<file path="src/rtl/rj_audio_pkg.sv">
package rj_audio_pkg;

    localparam int CNT_W = 12;
    localparam int DIV_W = 6;

    typedef struct packed {
        logic             ok;
        logic [DIV_W-1:0] div;
    } ratio_cls_t;

    // Maps a measured master/word-select ratio to master cycles per bit.
    function automatic ratio_cls_t classify_ratio(input logic [CNT_W-1:0] r,
                                                  input logic wide);
        ratio_cls_t c;
        c.ok  = 1'b1;
        c.div = DIV_W'(1);
        case (r)
            CNT_W'(64):   c.div = wide ? DIV_W'(1)  : DIV_W'(2);
            CNT_W'(128):  c.div = wide ? DIV_W'(2)  : DIV_W'(4);
            CNT_W'(256):  c.div = wide ? DIV_W'(4)  : DIV_W'(8);
            CNT_W'(512):  c.div = wide ? DIV_W'(8)  : DIV_W'(16);
            CNT_W'(1024): c.div = wide ? DIV_W'(16) : DIV_W'(32);
            CNT_W'(96):   c.div = DIV_W'(2);
            CNT_W'(192):  c.div = DIV_W'(4);
            CNT_W'(384):  c.div = DIV_W'(8);
            CNT_W'(768):  c.div = DIV_W'(16);
            CNT_W'(1152): c.div = DIV_W'(16);
            default:      c.ok  = 1'b0;
        endcase
        return c;
    endfunction

endpackage

</file>
<file path="src/rtl/rj_ratio_meter.sv">
module rj_ratio_meter
    import rj_audio_pkg::*;
(
    input  logic             clk,
    input  logic             rst_n,
    input  logic             lrck_rise_i,
    input  logic             wide_i,
    output logic             done_o,
    output logic             meas_ok_o,
    output logic [DIV_W-1:0] meas_div_o,
    output logic             ok_q_o,
    output logic [DIV_W-1:0] div_q_o,
    output logic             err_o
);

    typedef struct packed {
        logic [CNT_W-1:0] cnt;
        logic             armed;
        logic             ok;
        logic             err;
        logic [DIV_W-1:0] div;
    } meter_t;

    meter_t     q, d;
    ratio_cls_t meas;

    always_comb begin
        meas   = classify_ratio(q.cnt, wide_i);
        done_o = lrck_rise_i & q.armed;
        d      = q;
        if (q.cnt != '1) d.cnt = q.cnt + 1'b1;
        if (lrck_rise_i) begin
            d.cnt   = CNT_W'(1);
            d.armed = 1'b1;
        end
        if (done_o) begin
            d.ok  = meas.ok;
            d.err = ~meas.ok;
            if (meas.ok) d.div = meas.div;
        end
    end

    always_ff @(posedge clk) begin
        if (!rst_n) begin
            q     <= '0;
            q.div <= DIV_W'(1);
        end else begin
            q <= d;
        end
    end

    assign meas_ok_o  = meas.ok;
    assign meas_div_o = meas.div;
    assign ok_q_o     = q.ok;
    assign div_q_o    = q.div;
    assign err_o      = q.err;

    // error flag moves only after a word-select rise
    a_r6_err_on_rise: assert property (@(posedge clk) disable iff (!rst_n)
        !$stable(q.err) |-> $past(lrck_rise_i));

    // spacing never becomes zero
    a_r7_div_nonzero: assert property (@(posedge clk) disable iff (!rst_n)
        q.div != '0);

endmodule

</file>
<file path="src/rtl/rj_bit_timer.sv">
module rj_bit_timer
    import rj_audio_pkg::*;
(
    input  logic             clk,
    input  logic             rst_n,
    input  logic             lrck_edge_i,
    input  logic [DIV_W-1:0] div_i,
    output logic             tick_o
);

    logic [DIV_W-1:0] ph_q, ph_d, eff;

    always_comb begin
        eff    = lrck_edge_i ? '0 : ph_q;
        tick_o = (eff == div_i - 1'b1);
        ph_d   = tick_o ? '0 : eff + 1'b1;
    end

    always_ff @(posedge clk) begin
        if (!rst_n) ph_q <= '0;
        else        ph_q <= ph_d;
    end

endmodule

</file>
<file path="src/rtl/rj_sclk_watch.sv">
module rj_sclk_watch #(
    parameter int IDLE_CYC = 64
) (
    input  logic clk,
    input  logic rst_n,
    input  logic sclk_rise_i,
    output logic mode_o,
    output logic flip_o
);

    localparam int IW = $clog2(IDLE_CYC + 1);

    typedef struct packed {
        logic [IW-1:0] cnt;
        logic          mode;
    } watch_t;

    watch_t q, d;

    always_comb begin
        d = q;
        if (sclk_rise_i) begin
            d.cnt  = '0;
            d.mode = 1'b0;
        end else if (q.cnt != IW'(IDLE_CYC)) begin
            d.cnt = q.cnt + 1'b1;
            if (d.cnt == IW'(IDLE_CYC)) d.mode = 1'b1;
        end
        flip_o = d.mode ^ q.mode;
    end

    always_ff @(posedge clk) begin
        if (!rst_n) q <= '0;
        else        q <= d;
    end

    assign mode_o = q.mode;

    // internal mode is never entered right after a bit-clock rise
    a_r5_enter_idle: assert property (@(posedge clk) disable iff (!rst_n)
        $rose(q.mode) |-> !$past(sclk_rise_i));

    // a bit-clock rise ends internal mode
    a_r5_exit: assert property (@(posedge clk) disable iff (!rst_n)
        sclk_rise_i |=> !q.mode);

endmodule

</file>
<file path="src/rtl/rj_audio_rx.sv">
module rj_audio_rx
    import rj_audio_pkg::*;
#(
    parameter int WORD_W   = 24,
    parameter int SHORT_W  = 16,
    parameter int IDLE_CYC = 64
) (
    input  logic              mclk,
    input  logic              rst_n,
    input  logic              word24_i,
    input  logic              lrck_i,
    input  logic              sclk_i,
    input  logic              sdata_i,
    output logic [WORD_W-1:0] left_o,
    output logic [WORD_W-1:0] right_o,
    output logic              valid_o,
    output logic              int_mode_o,
    output logic              ratio_err_o
);

    localparam int EXT_W = WORD_W - SHORT_W;

    typedef struct packed {
        logic              lrck;
        logic              sclk;
        logic [WORD_W-1:0] sh;
        logic [WORD_W-1:0] left_hold;
        logic [WORD_W-1:0] left;
        logic [WORD_W-1:0] right;
        logic              valid;
        logic              frame_ok;
    } rx_t;

    rx_t q, d;

    logic             lrck_rise, lrck_fall, lrck_edge, sclk_rise;
    logic             strobe, tick, mode, flip, rel_ok;
    logic             done, meas_ok, ok_q;
    logic [DIV_W-1:0] meas_div, div_q;
    logic [WORD_W-1:0] base;

    function automatic logic [WORD_W-1:0] fit_word(input logic [WORD_W-1:0] raw,
                                                    input logic wide);
        if (wide) return raw;
        return {{EXT_W{raw[SHORT_W-1]}}, raw[SHORT_W-1:0]};
    endfunction

    assign lrck_rise = lrck_i & ~q.lrck;
    assign lrck_fall = ~lrck_i & q.lrck;
    assign lrck_edge = lrck_rise | lrck_fall;
    assign sclk_rise = sclk_i & ~q.sclk;

    rj_ratio_meter u_meter (
        .clk         (mclk),
        .rst_n       (rst_n),
        .lrck_rise_i (lrck_rise),
        .wide_i      (word24_i),
        .done_o      (done),
        .meas_ok_o   (meas_ok),
        .meas_div_o  (meas_div),
        .ok_q_o      (ok_q),
        .div_q_o     (div_q),
        .err_o       (ratio_err_o)
    );

    rj_bit_timer u_timer (
        .clk         (mclk),
        .rst_n       (rst_n),
        .lrck_edge_i (lrck_edge),
        .div_i       (div_q),
        .tick_o      (tick)
    );

    rj_sclk_watch #(.IDLE_CYC(IDLE_CYC)) u_watch (
        .clk         (mclk),
        .rst_n       (rst_n),
        .sclk_rise_i (sclk_rise),
        .mode_o      (mode),
        .flip_o      (flip)
    );

    always_comb begin
        strobe = sclk_rise | (mode & tick);
        rel_ok = ~mode | (done & meas_ok & ok_q & (meas_div == div_q));
        base   = lrck_edge ? '0 : q.sh;

        d       = q;
        d.lrck  = lrck_i;
        d.sclk  = sclk_i;
        d.valid = 1'b0;
        d.sh    = strobe ? {base[WORD_W-2:0], sdata_i} : base;

        if (lrck_fall && q.frame_ok) d.left_hold = fit_word(q.sh, word24_i);

        if (lrck_rise && q.frame_ok && rel_ok) begin
            d.left  = q.left_hold;
            d.right = fit_word(q.sh, word24_i);
            d.valid = 1'b1;
        end

        if (flip)           d.frame_ok = 1'b0;
        else if (lrck_rise) d.frame_ok = 1'b1;
    end

    always_ff @(posedge mclk) begin
        if (!rst_n) q <= '0;
        else        q <= d;
    end

    assign left_o     = q.left;
    assign right_o    = q.right;
    assign valid_o    = q.valid;
    assign int_mode_o = mode;

    // strobe lasts one cycle
    a_r2_single_pulse: assert property (@(posedge mclk) disable iff (!rst_n)
        q.valid |=> !q.valid);

    // strobe follows a word-select rise
    a_r2_after_rise: assert property (@(posedge mclk) disable iff (!rst_n)
        q.valid |-> $past(lrck_rise));

    // outputs only move with the strobe
    a_r2_hold_left: assert property (@(posedge mclk) disable iff (!rst_n)
        !$stable(q.left) |-> q.valid);

    a_r2_hold_right: assert property (@(posedge mclk) disable iff (!rst_n)
        !$stable(q.right) |-> q.valid);

    // no release for a frame spanning a mode change
    a_r9_mode_flip: assert property (@(posedge mclk) disable iff (!rst_n)
        flip |=> !q.frame_ok);

endmodule

</file>
<file path="config.mk">
export PLATFORM = sky130hd
export DESIGN_NAME = rj_audio_rx
export DESIGN_NICKNAME = d
export VERILOG_FILES = /design/src/rtl/rj_audio_pkg.sv /design/src/rtl/rj_ratio_meter.sv /design/src/rtl/rj_bit_timer.sv /design/src/rtl/rj_sclk_watch.sv /design/src/rtl/rj_audio_rx.sv
export SDC_FILE = /design/constraint.sdc
export NUM_CORES = 1
export LEC_CHECK = 0
export BUFFER_PORTS_ARGS = -buffer_cell sky130_fd_sc_hd__clkbuf_2
export CORE_ASPECT_RATIO = 0.7
export CORE_UTILIZATION = 45
export CTS_CLUSTER_DIAMETER = 40
export DETAILED_ROUTE_END_ITERATION = 6
export GPL_TIMING_DRIVEN = 0
export PLACE_DENSITY_LB_ADDON = 0.1
export RECOVER_POWER = 25
export SKIP_CTS_REPAIR_TIMING = 1
export SYNTH_ARGS = -nofsm -noshare
export SYNTH_HDL_FRONTEND = slang
export SYNTH_SLANG_ARGS = --single-unit
</file>
<file path="constraint.sdc">
create_clock -name mclk -period 4.6 [get_ports mclk]
set_clock_uncertainty 0.05 [all_clocks]
set_input_delay 0.23 -clock mclk [delete_from_list [all_inputs] [get_ports mclk]]
set_output_delay 0.23 -clock mclk [all_outputs]
set_load 0.01 [all_outputs]
</file>
==> results of run 1 <==
[power by group]
group / switching [mW] / leakage (nW) / total [mW] / internal, mW
registers: 0.00821 / 1.09 / 1.19 / 1.18
clock network: 0.501 / 0.262 / 1.26 / 0.762
logic: 0.0691 / 1.38 / 0.104 / 0.0344
total: 0.578 / 2.73 / 2.55 / 1.98
[critical path: cells and delay by family (launching register included)]
kind | cells | cell delay (ns)
AOI/OAI and AO/OA | 2 | 0.94
buffers and inverters | 2 | 0.63
DFF | 1 | 0.29
and+or+nand+nor | 4 | 1.09
[worst paths after layout]
path,startpoint,end,slack (ns),cells after the start
max reg2reg,u_meter.q[19]$_SDFFE_PP0P_,right_o[5]$_SDFFE_PN0P_,1.50,8
max,u_meter.q[19]$_SDFFE_PP0P_,right_o[5]$_SDFFE_PN0P_,1.50,8
min reg2reg,q[97]$_SDFFE_PN0P_,q[97]$_SDFFE_PN0P_,0.41,2
min,lrck_i,q[99]$_SDFF_PN0_,0.008,3
[layout make-up]
| class | instances | area, um2 | share of cell area |
|---|---|---|---|
| Multi-Input combinational cell | 544 | 3140 | 0.415 |
| Sequential cell | 135 | 2700 | 0.357 |
| Buffer | 105 | 672 | 0.0888 |
| Clock buffer | 22 | 464 | 0.0614 |
| Tap cell | 190 | 238 | 0.0314 |
| Timing Repair Buffer | 56 | 231 | 0.0306 |
| Clock inverter | 9 | 77.6 | 0.0103 |
| Inverter | 11 | 41.3 | 0.00546 |
[sequential cells by signal (all words and copies together), names as in the netlist]
register,count
left_o,24
q,51
right_o,24
u_meter.div_q_o,6
u_meter.err_o,1
u_meter.ok_q_o,1
u_meter.q,13
u_timer.ph_q,6
u_watch.mode_o,1
u_watch.q,7
valid_o,1
[metal layers]
| layer | vias to the layer above | share of wire |
|---|---|---|
| met5 | - | 0 |
| met4 | 0 | 0.015 |
| met3 | 21 | 0.064 |
| met2 | 158 | 0.40 |
| met1 | 2575 | 0.52 |
| li1 | 2838 | - |
[cell families (layout without fill, tap and decap cells)]
family	Yosys count	in the layout	synth area share
xor gates and xnor gates	25	25	0.0334
AOI/OAI and AO/OA	137	137	0.153
muxes	26	26	0.0397
and+or+nand+nor	348	348	0.237
adders and majority gates	8	8	0.0153
DFF	135	135	0.412
buffers and inverters	116	203	0.109
[layout by cell type, fill, tap and decap left out, types with 3 or more instances in the layout]
cell and n:
nor2_1 48, and2_1 5, dfxtp_1 135, nor3b_1 3, a21o_1 3, clkbuf_16 17, buf_4 52, ha_1 8
inv_1 11, xor2_1 12, buf_6 3, clkinvlp_4 3, mux2i_1 26, nor2b_1 7, clkinv_2 5, nor4_1 3
o221ai_1 47, a31oi_1 3, o21ai_0 7, a211oi_1 11, clkbuf_2 13, a211o_1 4, and3_1 6, nand2_1 212
nand3_1 15, buf_2 3, a21oi_1 42, nand4_1 7, nand2b_1 15, nor3_1 8, xnor2_1 13, clkbuf_1 88
==> results.ini, run 1 <==
[outcome]
status = complete, no violations

[final_layout]
fillers = 1408
layoutNonFillerInstCount = 1072
final_util = 0.538
syn2layout_area_growth_pct = 15.4
drive_above_1_share = 0.129
nNetsFinal = 884
antennaDiodeCount = 0
stdcell_area_mm2 = 0.00756

[timing]
fin_setup_tns_ns = 0
max_freq_ghz = 0.322
fin_hold_ws_ns = 0.00841
setup_viol = 0
relSlewSlack = 0.436
drv_slew = 0
rsz0062_at_grt = no
setup_ws_ns = 1.50
post-route-min-period_ns = 3.10
finalHoldViolations = 0
tightest_slew_ns = 0.841
post-route-period-util = 0.675

[yosys]
syn_nets = 809
synthesis.instances = 795
synth_edf_count = 0
synthArstFlopShare = 0
syn_area_per_cell_um2 = 8.24
synth.most_common_cell = nand2_1
ys_seq_area_frac = 0.412
synthDistinctLibCells = 61
synth_commonest_cells = 212 x nand2_1, 135 x dfxtp_1, 52 x buf_4, 48 x nor2_1, 47 x o221ai_1
yosys_warnings = 0
ys_top_cells_by_area = dfxtp_1 41%, nand2_1 12%, o221ai_1 6.3%
synth_top_area_frac = 0.412
synth-main-ff-cell = dfxtp_1
ys_ff_latch = 135
yosysTopAreaCell = dfxtp_1
synth.cell_area_mm2 = 0.00655

[floorplan]
core-area_mm2 = 0.0141
num_rows = 36
die_area_mm2 = 0.0151
initial_utilization = 0.466
io_pins = 57
die_y_um = 103
die_w_um = 146

[critical_path]
crit_chain = clkbuf_2 -> or3b_1 -> nor4_1 -> nor2_1 -> a211oi_1 -> clkbuf_1 -> nand2_1 -> o221ai_1
cp.required_ns = 4.89
crit_arrival_ns = 3.39
critPathCaptureType = flop
worstPathMaxFanout = 10
max_stage_delay_ns = 0.76
path_class = flop to flop
cp-start-kind = flop
cp_slowest_cell = a211oi_1

[hold_path]
hold_path_class = input pin to flop

[clock_network]
root_buffer = clkbuf_16
numCtsBuffers = 17
cts_sinks = 135
htreeDepth = 4
clk_latency_ns = 0.43
cts_tree = built
cts.path.max_buffers = 2
clk_pin_slew_ns = 0.06

[global_routing]
busiest_layer = met2
grt_usage = 0.229
grt_overflow_total = 0
grt_pass1_wl_mm = 26.4
antenna_found_initial = 0
grtUsageMet2 = 0.332
use_met1 = 0.329
grt_start_max_net_pins = 17
use_met3 = 0.0522
first_global_vias = 5227

[power]
total_power_mw = 2.55
p_leak_nw = 2.73
powerDensity_mw_per_mm2 = 338
peakVddDrop_mv = 0.238

[placement]
place_area_mm2 = 0.00707
place_ws_ns = 1.62
dp_hpwl_mm = 12.1
io_buffers = 55
gp_congestion = 0.836
place_inst = 1040

[detailed_routing]
dr_total_vias = 5592
drc = 0
ant_nets = 0
wl_mm = 16.5
first_iter_violations = 369
vias_per_cell = 5.22
first_pass_iters = 5
detail_route.wl_per_cell_um = 15.4

[flow_run]
maxCapViolations = 0

No activity file was read; power rests on OpenSTA's default activity.
==> inputs of run 2 (changes only) <==
==> constraint.sdc (replaced) <==
create_clock -name mclk -period 3.2 [get_ports mclk]
set_clock_uncertainty 0.05 [all_clocks]
set_input_delay 0.16 -clock mclk [delete_from_list [all_inputs] [get_ports mclk]]
set_output_delay 0.16 -clock mclk [all_outputs]
set_load 0.01 [all_outputs]
==> run 2 against run 1 <==
Effect of this change:
- setup slack got worse by 1.2 ns
- utilization increased by 0.24 points
- global-route usage unchanged
- sequential share of layout area decreased by 0.16 points
- via count increased by 0.34%
- non-clock buffer count increased by 2
- count of clock-buffer cells in the layout unchanged
- largest cell class unchanged
- largest power group unchanged
- highest routed layer unchanged
==> results.ini, run 2 (synthesis results as in run 1) <==
[floorplan]
die_y_um = 103
core-area_mm2 = 0.0141
num_rows = 36
initial_utilization = 0.466
die_area_mm2 = 0.0151
die_w_um = 146
io_pins = 57

[placement]
dp_hpwl_mm = 12.1
gp_congestion = 0.836
io_buffers = 55

[hold_path]
hold_path_class = input pin to flop

[outcome]
status = complete, no violations

[timing]
drv_slew = 0
relSlewSlack = 0.512
rsz0062_at_grt = no
post-route-period-util = 0.910
tightest_slew_ns = 0.722
fin_setup_tns_ns = 0
max_freq_ghz = 0.343
setup_viol = 0
finalHoldViolations = 0
post-route-min-period_ns = 2.91

[detailed_routing]
ant_nets = 0
drc = 0
detail_route.wl_per_cell_um = 15.5
wl_mm = 16.6
first_iter_violations = 313
dr_total_vias = 5611
first_pass_iters = 6
vias_per_cell = 5.22

[clock_network]
clk_pin_slew_ns = 0.06
htreeDepth = 4
numCtsBuffers = 17
cts.path.max_buffers = 2
root_buffer = clkbuf_16
clk_latency_ns = 0.43
cts_sinks = 135
cts_tree = built

[flow_run]
maxCapViolations = 0

[power]
p_leak_nw = 2.75
powerDensity_mw_per_mm2 = 484
peakVddDrop_mv = 0.344

[final_layout]
seqCellArea_mm2 = 0.00270
regMostFlops = q
fillers = 1406
multiInputGateArea_mm2 = 0.00315
layout_common_cells = 212 x nand2_1, 135 x dfxtp_1, 86 x clkbuf_1
final_common_cell = nand2_1
drive_above_1_share = 0.133
nNetsFinal = 886
syn2layout_area_growth_pct = 15.9
largest_reg_flops = 51
final_util = 0.541
antennaDiodeCount = 0

[global_routing]
antenna_found_initial = 0
grt_usage = 0.229
first_global_vias = 5227
grt_pass1_wl_mm = 26.4
grt_overflow_total = 0
grt_start_max_net_pins = 17

[critical_path]
crit_arrival_ns = 3.19
worstPathMaxFanout = 9
critPathCaptureType = flop
cp-start-kind = flop
path_class = flop to flop
cp.required_ns = 3.48

run 2: per-layer routing:
| layer | part of all wire | wire (um) | global-route usage |
|---|---|---|---|
| met1 | 0.53 | 8790 | 0.329 |
| met2 | 0.40 | 6680 | 0.332 |
| met3 | 0.055 | 920 | 0.0522 |
| met4 | 0.013 | 223 | 0.0889 |
| met5 | 0 | 0 | 0 |
run 2: report_power, final:
part | leakage (nW) | total [mW] | switching (mW) | internal [mW]
Combinational | 1.40 | 0.152 | 0.100 | 0.0513
Clock | 0.262 | 1.82 | 0.721 | 1.10
Sequential | 1.09 | 1.71 | 0.0118 | 1.69
Total | 2.75 | 3.67 | 0.833 | 2.84
run 2: critical path, cell delays in order, from the launching register on:
cell       delay (ns)
dfxtp_1          0.29
clkbuf_2         0.16
or3b_1           0.41
nor4_1           0.35
nor2_1           0.20
a2111oi_0        0.52
nand4_1          0.47
o221ai_1         0.35
run 2: area by class of cell:
| type | count | area share |
|---|---|---|
| sequential | 135 | 0.356 |
| inverter | 11 | 0.00543 |
| multi-input combinational | 544 | 0.414 |
| tap | 190 | 0.0313 |
| clock inverter | 9 | 0.0102 |
| clock buffer | 22 | 0.0611 |
| buffer | 105 | 0.0886 |
| timing repair buffer | 58 | 0.0333 |
run 2: path summary, 6_finish.rpt:
path                         startpoint                               to  cells past startpoint  slack (ns)
min                               rst_n  u_meter.div_q_o[0]$_SDFFE_PN1N_                      3        0.22
max reg2reg  u_meter.q[19]$_SDFFE_PP0P_         right_o[21]$_SDFFE_PN0P_                      7        0.29
min reg2reg          q[97]$_SDFFE_PN0P_               q[97]$_SDFFE_PN0P_                      2        0.41
max          u_meter.q[19]$_SDFFE_PP0P_         right_o[21]$_SDFFE_PN0P_                      7        0.29
run 2: stage by stage:
stage / hold slack, ns / instance area [um2] / power [mW] / worst slack, ns / std cells
6_report: 0.225 / 7600 / 3.67 / 0.288 / 1074
2_1_floorplan: 0.232 / 6550 / 1.85 / 0.689 / 795
5_1_grt: 0.293 / 7600 / 3.80 / 0.0912 / 1074
3_5_place_dp: 0.329 / 7070 / 1.89 / 0.220 / 1040
3_3_place_gp: 0.327 / 7070 / 1.89 / 0.224 / 1040
4_1_cts: -0.112 / 7610 / 3.71 / 0.184 / 1071
==> inputs of run 3 (changes only) <==
--- a/config.mk
+++ b/config.mk
@@ -7,11 +7,11 @@
 export LEC_CHECK = 0
 export BUFFER_PORTS_ARGS = -buffer_cell sky130_fd_sc_hd__clkbuf_2
 export CORE_ASPECT_RATIO = 0.7
-export CORE_UTILIZATION = 45
+export CORE_UTILIZATION = 55
 export CTS_CLUSTER_DIAMETER = 40
 export DETAILED_ROUTE_END_ITERATION = 6
 export GPL_TIMING_DRIVEN = 0
-export PLACE_DENSITY_LB_ADDON = 0.1
+export PLACE_DENSITY = 0.85
 export RECOVER_POWER = 25
 export SKIP_CTS_REPAIR_TIMING = 1
 export SYNTH_ARGS = -nofsm -noshare
==> constraint.sdc (replaced) <==
create_clock -name mclk -period 3.2 [get_ports mclk]
set_clock_uncertainty 0.05 [all_clocks]
set_input_delay 0.16 -clock mclk [delete_from_list [all_inputs] [get_ports mclk]]
set_output_delay 0.16 -clock mclk [all_outputs]
set_load 0.05 [all_outputs]
==> run 3 against run 2 <==
Effect of this change:
- global-route usage rose by 4.7 points
- sequential cell count unchanged
- critical endpoint is now right_o[0]$_SDFFE_PN0P_
- count of clock-buffer cells in the layout is 4 higher
- sequential power is essentially flat
- clock power rose by 12%
- combinational power is essentially flat
- sequential share of layout area decreased by 0.13 points
- largest cell class unchanged
- critical path depth grew 1
- die area decreased by 18%
- setup slack improved by 0.040 ns
==> results.ini, run 3 (synthesis results as in run 1) <==
[detailed_routing]
wl_mm = 16.3
first_iter_violations = 612
ant_nets = 0
dr_total_vias = 5812
vias_per_cell = 5.60
first_pass_iters = 5
drc = 0
detail_route.wl_per_cell_um = 15.7

[final_layout]
largest_reg_flops = 51
syn2layout_area_growth_pct = 16.4
regMostFlops = q
final_common_cell = nand2_1
fillers = 948
drive_above_1_share = 0.132
antennaDiodeCount = 0
nNetsFinal = 886
layout_common_cells = 212 x nand2_1, 135 x dfxtp_1, 87 x clkbuf_1

[global_routing]
grt_start_max_net_pins = 17
first_global_vias = 5311
grt_usage = 0.276
grt_overflow_total = 0
antenna_found_initial = 0
grt_pass1_wl_mm = 26.6

[hold_path]
hold_path_class = input pin to flop
hold_depth = 3

[timing]
setup_ws_ns = 0.328
tightest_slew_ns = 0.690
post-route-period-util = 0.898
max_freq_ghz = 0.348
drv_slew = 0
setup_viol = 0
fin_setup_tns_ns = 0
rsz0062_at_grt = no
finalHoldViolations = 0
relSlewSlack = 0.534
fin_hold_ws_ns = 0.234
post-route-min-period_ns = 2.87

[critical_path]
cp.required_ns = 3.48
critPathCaptureType = flop
reg2regPathDepth = 8
cp-start-kind = flop
path_class = flop to flop
crit_arrival_ns = 3.15
worstPathMaxFanout = 10

[placement]
place_ws_ns = 0.420
dp_hpwl_mm = 11.4
gp_congestion = 0.868
io_buffers = 55

[power]
power.sequential.fraction = 0.438
combinationalPowerShare = 0.040
power_frac_clock = 0.522
p_sw_frac = 0.215
p_leak_nw = 2.78
peakVddDrop_mv = 0.459
power.switching_mw = 0.835
powerDensity_mw_per_mm2 = 510
power.internal_mw = 3.06

[floorplan]
die_y_um = 93.3
die_w_um = 132
initial_utilization = 0.580
die_area_mm2 = 0.0124
num_rows = 32
core-area_mm2 = 0.0113
io_pins = 57

[outcome]
status = complete, no violations

[clock_network]
numCtsBuffers = 17
clk_pin_slew_ns = 0.06
cts.path.max_buffers = 2
cts_sinks = 135
clk_latency_ns = 0.42
htreeDepth = 4
root_buffer = clkbuf_16
cts_tree = built

[flow_run]
maxCapViolations = 0

run 3: cell count changes in the layout (fill, tap and decap cells not counted):
cell / previous run / this run
clkbuf_2: 15 / 12
and2_1: 5 / 6
clkinv_2: 5 / 2
clkinvlp_4: 3 / 2
a211oi_2: 1 / 0
bufinv_16: 1 / 2
a211oi_1: 10 / 11
clkbuf_1: 86 / 87
clkbuf_8: 2 / 8
and2_0: 1 / 0
run 3: final timing paths:
| path | from | endpoint | slack, ns |
|---|---|---|---|
| setup / recovery | u_meter.q[19]$_SDFFE_PP0P_ | right_o[0]$_SDFFE_PN0P_ | 0.33 |
| hold / removal | rst_n | u_meter.div_q_o[0]$_SDFFE_PN1N_ | 0.23 |
| setup reg to reg | u_meter.q[19]$_SDFFE_PP0P_ | right_o[0]$_SDFFE_PN0P_ | 0.33 |
| hold reg to reg | q[97]$_SDFFE_PN0P_ | q[97]$_SDFFE_PN0P_ | 0.41 |
run 3: power by group through the flow:
stage	combinational [mW]	clock [mW]	sequential, mW
final	0.155	2.03	1.71
after detailed placement	0.150	0	1.74
after global placement	0.147	0	1.74
after global routing	0.170	2.12	1.71
after floorplan	0.110	0	1.74
after CTS	0.152	2.04	1.71
run 3: worst max-delay path: stages, from the launching register on:
cell,delay (ns)
dfxtp_1,0.29
clkbuf_2,0.16
or3b_1,0.40
nor4_1,0.31
nor2_1,0.17
a211oi_1,0.61
clkbuf_1,0.48
nand2_1,0.12
o221ai_1,0.19
run 3: through the flow:
stage          utilization  instance area, um2  power [mW]  cells
2_1_floorplan            -                6550        1.85    795
3_3_place_gp         0.622                7020        1.89   1003
3_5_place_dp         0.622                7020        1.89   1003
4_1_cts              0.677                7640        3.90   1035
5_1_grt              0.675                7620        4.00   1038
6_report             0.675                7620        3.89   1038
run 3: area by class of cell:
type / instances / area (um2) / area share
flip-flops and latches: 135 / 2700 / 0.354
repair buffers: 58 / 250 / 0.0328
multi-input cells: 544 / 3140 / 0.412
clock inverters: 6 / 85.1 / 0.0112
inverters: 11 / 41.3 / 0.00542
well taps: 153 / 191 / 0.0251
clock buffers: 26 / 539 / 0.0707
plain buffers: 105 / 672 / 0.0881
run 3: metal layers:
layer	vias up	GRT usage	part of all wire
met1	2692	0.383	0.47
met5	-	0	0
li1	2856	-	-
met2	241	0.407	0.42
met3	23	0.0846	0.092
met4	0	0.0900	0.015
